## config.mk

```make
export PLATFORM = sky130hd
export DESIGN_NAME = isp_frontend
export DESIGN_NICKNAME = d
export VERILOG_FILES = /design/src/rtl/isp_pkg.sv /design/src/rtl/isp_datapath.sv /design/src/rtl/isp_control.sv /design/src/rtl/isp_frontend.sv
export SDC_FILE = /design/constraint.sdc
export NUM_CORES = 1
export LEC_CHECK = 0
export ABC_AREA = 1
export BUFFER_PORTS_ARGS = -buffer_cell sky130_fd_sc_hd__buf_2
export CAP_MARGIN = 30
export CORE_MARGIN = 2
export CORE_UTILIZATION = 55
export DETAILED_ROUTE_END_ITERATION = 8
export GPL_TIMING_DRIVEN = 0
export PLACE_DENSITY = 0.77
export SETUP_SLACK_MARGIN = 0.3
export SLEW_MARGIN = 20
export SYNTH_ARGS = -nofsm -noshare
export SYNTH_HDL_FRONTEND = slang
export SYNTH_SLANG_ARGS = --single-unit
export TNS_END_PERCENT = 50
```

## constraint.sdc

```tcl
create_clock -name clk -period 1.57 [get_ports clk]
set_input_delay 0.157 -clock clk [delete_from_list [all_inputs] [get_ports clk]]
set_output_delay 0.157 -clock clk [all_outputs]
set_load 0.1 [all_outputs]
```

## src/rtl/isp_pkg.sv

```systemverilog
package isp_pkg;
  localparam int BYTE_BITS   = 8;
  localparam int FRAME_BYTES = 4;
  localparam int BIT_CNT_W   = $clog2(BYTE_BITS);
  localparam int IDX_W       = $clog2(FRAME_BYTES);
  localparam int KEY_POS     = 1;
  localparam int READ_POS    = FRAME_BYTES - 2;

  localparam logic [BYTE_BITS-1:0] UNLOCK_OP  = 8'hAC;
  localparam logic [BYTE_BITS-1:0] UNLOCK_KEY = 8'h53;
  localparam logic [2:0]           ERASE_TAG  = 3'b100;

  typedef enum logic [1:0] {
    REPLY_ZERO = 2'd0,
    REPLY_ECHO = 2'd1,
    REPLY_READ = 2'd2
  } reply_e;

  typedef struct packed {
    logic             shiftIn;
    logic             capture;
    logic [IDX_W-1:0] captureIdx;
    logic             loadTx;
    logic             shiftTx;
    logic             clearTx;
    reply_e           replySel;
  } ctrl_t;
endpackage

```

## src/rtl/isp_datapath.sv

```systemverilog
module isp_datapath
  import isp_pkg::*;
#(
  parameter int SYNC_STAGES = 2
) (
  input  logic                                  clk,
  input  logic                                  rstN,
  input  logic                                  sckPin,
  input  logic                                  mosiPin,
  input  logic                                  progResetNPin,
  input  ctrl_t                                 ctrl,
  input  logic [BYTE_BITS-1:0]                  rdData,
  output logic                                  sckRise,
  output logic                                  sckFall,
  output logic                                  progActive,
  output logic [FRAME_BYTES-1:0][BYTE_BITS-1:0] frameBytes,
  output logic                                  miso
);
  localparam int LAST = SYNC_STAGES - 1;

  logic [LAST:0]          sckSync, mosiSync, rstSync;
  logic                   sckLast;
  logic [BYTE_BITS-2:0]   shiftReg;
  logic [BYTE_BITS-1:0]   txReg;
  logic                   mosiBit;

  always_ff @(posedge clk or negedge rstN) begin
    if (!rstN) begin
      sckSync  <= '0;
      mosiSync <= '0;
      rstSync  <= '1;
      sckLast  <= 1'b0;
    end else begin
      sckSync  <= {sckSync[LAST-1:0], sckPin};
      mosiSync <= {mosiSync[LAST-1:0], mosiPin};
      rstSync  <= {rstSync[LAST-1:0], progResetNPin};
      sckLast  <= sckSync[LAST];
    end
  end

  assign mosiBit    = mosiSync[LAST];
  assign sckRise    = sckSync[LAST] & ~sckLast;
  assign sckFall    = ~sckSync[LAST] & sckLast;
  assign progActive = ~rstSync[LAST];

  always_ff @(posedge clk or negedge rstN) begin
    if (!rstN) shiftReg <= '0;
    else if (ctrl.shiftIn) shiftReg <= {shiftReg[BYTE_BITS-3:0], mosiBit};
  end

  for (genvar g = 0; g < FRAME_BYTES; g++) begin : gFrame
    always_ff @(posedge clk or negedge rstN) begin
      if (!rstN) frameBytes[g] <= '0;
      else if (ctrl.capture && ctrl.captureIdx == IDX_W'(g))
        frameBytes[g] <= {shiftReg, mosiBit};
    end
  end

  always_ff @(posedge clk or negedge rstN) begin
    if (!rstN) begin
      txReg <= '0;
    end else if (ctrl.clearTx) begin
      txReg <= '0;
    end else if (ctrl.loadTx) begin
      case (ctrl.replySel)
        REPLY_ECHO: txReg <= frameBytes[KEY_POS];
        REPLY_READ: txReg <= rdData;
        default:    txReg <= '0;
      endcase
    end else if (ctrl.shiftTx) begin
      txReg <= {txReg[BYTE_BITS-2:0], 1'b0};
    end
  end

  assign miso = txReg[BYTE_BITS-1];
endmodule

```

## src/rtl/isp_control.sv

```systemverilog
module isp_control
  import isp_pkg::*;
(
  input  logic                 clk,
  input  logic                 rstN,
  input  logic                 sckRise,
  input  logic                 sckFall,
  input  logic                 progActive,
  input  logic [BYTE_BITS-1:0] opByte,
  input  logic [BYTE_BITS-1:0] keyByte,
  output ctrl_t                ctrl,
  output logic                 addrStrobe,
  output logic                 cmdValid,
  output logic                 cmdErase,
  output logic                 linkEnabled
);
  logic [BIT_CNT_W-1:0] bitCnt;
  logic [IDX_W-1:0]     byteIdx;
  logic                 loadPend;
  reply_e               replyNext;
  logic                 byteEnd, frameEnd, isUnlock, isErase;

  assign byteEnd  = sckRise && (bitCnt == BIT_CNT_W'(BYTE_BITS - 1));
  assign frameEnd = byteEnd && (byteIdx == IDX_W'(FRAME_BYTES - 1));
  assign isUnlock = (opByte == UNLOCK_OP) && (keyByte == UNLOCK_KEY);
  assign isErase  = (opByte == UNLOCK_OP) &&
                    (keyByte[BYTE_BITS-1 -: 3] == ERASE_TAG);

  always_comb begin
    ctrl            = '0;
    ctrl.shiftIn    = progActive && sckRise;
    ctrl.capture    = progActive && byteEnd;
    ctrl.captureIdx = byteIdx;
    ctrl.loadTx     = progActive && sckFall && loadPend;
    ctrl.shiftTx    = progActive && sckFall && !loadPend;
    ctrl.clearTx    = !progActive;
    ctrl.replySel   = replyNext;
  end

  always_ff @(posedge clk or negedge rstN) begin
    if (!rstN) begin
      bitCnt      <= '0;
      byteIdx     <= '0;
      loadPend    <= 1'b0;
      replyNext   <= REPLY_ZERO;
      linkEnabled <= 1'b0;
      addrStrobe  <= 1'b0;
      cmdValid    <= 1'b0;
      cmdErase    <= 1'b0;
    end else if (!progActive) begin
      bitCnt      <= '0;
      byteIdx     <= '0;
      loadPend    <= 1'b0;
      replyNext   <= REPLY_ZERO;
      linkEnabled <= 1'b0;
      addrStrobe  <= 1'b0;
      cmdValid    <= 1'b0;
      cmdErase    <= 1'b0;
    end else begin
      addrStrobe <= 1'b0;
      cmdValid   <= 1'b0;
      cmdErase   <= 1'b0;
      if (sckRise) bitCnt <= bitCnt + 1'b1;
      if (ctrl.loadTx) loadPend <= 1'b0;
      if (byteEnd) begin
        byteIdx  <= byteIdx + 1'b1;
        loadPend <= 1'b1;
        if (byteIdx == IDX_W'(KEY_POS))
          replyNext <= REPLY_ECHO;
        else if (byteIdx == IDX_W'(READ_POS))
          replyNext <= linkEnabled ? REPLY_READ : REPLY_ZERO;
        else
          replyNext <= REPLY_ZERO;
        if (byteIdx == IDX_W'(READ_POS)) addrStrobe <= linkEnabled;
      end
      if (frameEnd) begin
        cmdValid <= linkEnabled;
        cmdErase <= linkEnabled && isErase;
        if (isUnlock) linkEnabled <= 1'b1;
      end
    end
  end
endmodule

```

## src/rtl/isp_frontend.sv

```systemverilog
module isp_frontend
  import isp_pkg::*;
#(
  parameter int SYNC_STAGES = 2
) (
  input  logic       clk,
  input  logic       rstN,
  input  logic       progResetN,
  input  logic       sck,
  input  logic       mosi,
  output logic       miso,
  input  logic [7:0] rdData,
  output logic [7:0] cmdOp,
  output logic [7:0] cmdAddrHi,
  output logic [7:0] cmdAddrLo,
  output logic [7:0] cmdData,
  output logic       addrStrobe,
  output logic       cmdValid,
  output logic       cmdErase,
  output logic       linkEnabled
);
  ctrl_t                                 ctrl;
  logic                                  sckRise, sckFall, progActive;
  logic [FRAME_BYTES-1:0][BYTE_BITS-1:0] frameBytes;

  isp_datapath #(.SYNC_STAGES(SYNC_STAGES)) i_datapath (
    .clk(clk), .rstN(rstN), .sckPin(sck), .mosiPin(mosi),
    .progResetNPin(progResetN), .ctrl(ctrl), .rdData(rdData),
    .sckRise(sckRise), .sckFall(sckFall), .progActive(progActive),
    .frameBytes(frameBytes), .miso(miso)
  );

  isp_control i_control (
    .clk(clk), .rstN(rstN), .sckRise(sckRise), .sckFall(sckFall),
    .progActive(progActive), .opByte(frameBytes[0]),
    .keyByte(frameBytes[KEY_POS]), .ctrl(ctrl),
    .addrStrobe(addrStrobe), .cmdValid(cmdValid), .cmdErase(cmdErase),
    .linkEnabled(linkEnabled)
  );

  assign cmdOp     = frameBytes[0];
  assign cmdAddrHi = frameBytes[1];
  assign cmdAddrLo = frameBytes[2];
  assign cmdData   = frameBytes[3];
endmodule

```

==> results_dict.tcl <==
set metrics [dict create \
    syn_to_final_growth_pct 36.82 \
    multi_input_area_um2 1259 \
    initial_utilization 0.5639 \
    setup_viol 0 \
    syn_nets 307 \
    hold_depth 5 \
    cp_data_arrival_time_ns 1.72 \
    drv_cap 0 \
    synth_seq_cells 66 \
    syn-cell-area_um2 2861 \
    drc 0 \
    ys.flop_type "dfrtp_1" \
    syn_avg_cell_area_um2 10.01 \
    peakVddDrop_uv 944.7 \
    clk_pin_slew_ns 0.07 \
    critPathKind "reg -> reg" \
    hold_end "i_datapath.txReg[3]" \
    core_area_um2 5075 \
    p_leak_nw 1.927 \
    synth.largest_area_cell "dfrtp_1" \
    htreeDepth 3 \
    r2r_slack_ns 0.07 \
    viasPerCell 5.413 \
    synth_edf_count 0 \
    post-route-period-util 0.9563 \
    final.min_clock_period_ns 1.501 \
    antenna_left 0 \
    min_path_type "in -> reg" \
    grt_pass1_vias 2203 \
    status "finished clean" \
    placed_cells 406 \
    cts_buffers 9 \
    hold_viol_final 0 \
    cts_max_path_buffers 2 \
    yosysSeqAreaShare 0.5780 \
    grt_pass1_wl_um 11060 \
    dr.pass1.iters 4 \
    power_mw 3.425 \
    synth_top_area_frac 0.5597 \
    synth-warning-count 0 \
    die_area_um2 5796 \
    crit_path_end_kind "register" \
    cts.root.buffer_cell "clkbuf_8" \
    clk_latency_ns 0.34 \
    clock-sinks 66 \
    die_h_um 76.13 \
    num_vias 2371 \
    layout-drive-gt1-share 0.4783 \
    synthArstFlopShare 1.000 \
    cp-start-kind "register" \
    cp.required_ns 1.79 \
    reg2reg_to "i_datapath.frameBytes[3]" \
    num_io_pins 50 \
    hpwlAfterDp_um 4244 \
    seqCellArea_um2 1673 \
    clock-skew-final_ns 0.01512 \
    placementRows 26 \
    path_max_fanout 6 \
    syn_inst 286 \
    tightest_slew_ns 0.5061 \
    rsz0062_at_grt "true" \
    gp_congestion 0.8775 \
    wl_per_cell_um 15.76 \
    drtIter0Drc 265 \
    holdCritStartpoint "rdData[3]" \
    synth_top_cells_by_area "dfrtp_1, nand2_1, o21ai_2, ha_1, o21ai_1" \
    grt_overflow 0 \
    ys_top_cells_by_count "nand2_1, dfrtp_1, inv_1" \
    grt_use_total 0.2467 \
    synth.most_common_cell "nand2_1" \
    grt_max_degree 53 \
    slew_headroom 0.6649 \
    routed_wl_um 6904 \
    antenna_cells 0 \
    hold_ws_ns 0.1960 \
    antenna_found_initial 0 \
    layout.nets 384 \
    fill_cells 331 \
    cts_tree "yes" \
    fmax_mhz 666.1 \
    r2r_start "i_control.bitCnt[1]" \
    slew_violations 0 \
    reg2regPathDepth 8 \
    final_cells 438 \
    yosysUniqueCellTypes 27 \
    powerDensity_nw_per_um2 874.8 \
    die_width_um 76.13 \
    portBuffers 49 \
]
state kept, by name, indices dropped and copies added, names as in the netlist:
signal	count
i_control.addrStrobe	1
i_control.bitCnt	3
i_control.byteIdx	2
i_control.cmdErase	1
i_control.cmdValid	1
i_control.linkEnabled	1
i_control.loadPend	1
i_control.replyNext	2
i_datapath.frameBytes	32
i_datapath.mosiSync	2
i_datapath.rstSync	2
i_datapath.sckLast	1
i_datapath.sckSync	2
i_datapath.shiftReg	7
i_datapath.txReg	8
worst max-delay path, cell delays in order, from the launching register on:
cell and delay (ns):
dfrtp_1 0.35, ha_2 0.19, ha_4 0.13, nand3_4 0.10
nor2_8 0.21, nand2_4 0.12, buf_12 0.16, nand2_2 0.05
o21ai_1 0.05
metal layers:
layer | wire, um | global-route usage
met5 | 0 | 0
met1 | 3011 | 0.3403
met3 | 407 | 0.07109
met2 | 3372 | 0.3750
met4 | 112 | 0.09273
per-stage QoR:
| step | area (um^2) | utilization | worst slack [ns] | setup TNS [ns] |
|---|---|---|---|---|
| finish | 3915 | 0.7715 | 0.06863 | 0 |
| global route | 3915 | 0.7715 | 0.004151 | 0 |
| CTS | 3734 | 0.7357 | 0.08954 | 0 |
| detailed placement | 3272 | 0.6447 | -0.01767 | -0.02202 |
| global placement | 3242 | 0.6388 | -0.02252 | -0.3284 |
| floorplan | 2909 | - | 0.1176 | 0 |
cells in the final DEF, fill, tap and decap left out, types with 8 or more instances in the layout:
| master | Yosys | routed |
|---|---|---|
| buf_2 | 1 | 41 |
| buf_4 | 0 | 11 |
| buf_6 | 5 | 8 |
| clkbuf_8 | 0 | 10 |
| dfrtp_1 | 64 | 49 |
| dfrtp_2 | 0 | 15 |
| inv_1 | 22 | 20 |
| nand2_1 | 72 | 45 |
| nand2_2 | 2 | 15 |
| nand2_4 | 4 | 18 |
| nand3_1 | 15 | 14 |
| nor2_1 | 11 | 10 |
| o21ai_0 | 18 | 14 |
| o21ai_1 | 19 | 18 |
| o21ai_2 | 21 | 26 |
cell type report:
| cell class | instances | area share |
|---|---|---|
| clock inverter | 3 | 0.01023 |
| sequential | 66 | 0.4273 |
| buffer | 8 | 0.02748 |
| inverter | 24 | 0.02333 |
| multi-input combinational | 188 | 0.3215 |
| clock buffer | 13 | 0.03803 |
| timing repair buffer | 66 | 0.1298 |
| tap | 70 | 0.02237 |
worst max-delay path by stage:
stage,from,endpoint,slack (ns),cells after the start
floorplan,i_datapath.frameBytes[8],i_control.linkEnabled,0.12,4
global placement,rstN,i_datapath.frameBytes[5],-0.02,1
detailed placement,i_control.bitCnt[0],i_datapath.frameBytes[14],-0.02,8
CTS,i_control.bitCnt[0],i_datapath.frameBytes[31],0.09,8
global route,i_control.bitCnt[0],i_control.cmdErase,0.004,8
finish,i_control.bitCnt[1],i_datapath.frameBytes[3],0.07,8
kinds of logic (layout without fill, tap and decap cells):
group	count (synthesis)	in the layout	synth area share
AOI/OAI and AO/OA	69	69	0.1504
and+or+nand+nor	111	111	0.1806
DFF	66	66	0.5781
adders and majority gates	8	8	0.03498
buffers and inverters	32	114	0.05596
power by group:
| group | leakage, nW | internal (mW) | total, mW | switching (mW) |
|---|---|---|---|---|
| registers | 0.873 | 1.75 | 1.78 | 0.0315 |
| clock network | 0.0974 | 0.774 | 1.40 | 0.622 |
| logic | 0.957 | 0.0596 | 0.245 | 0.185 |
repair_timing:
item,in CTS,in global routing
gates cloned,0,2
pin swaps,7,4
hold endpoints to repair,69,0
setup endpoints to repair,82,95
setup buffers,7,3
gates resized for setup,46,40
hold buffers,4,0
Note: power is estimated with default switching activity, not from simulation.
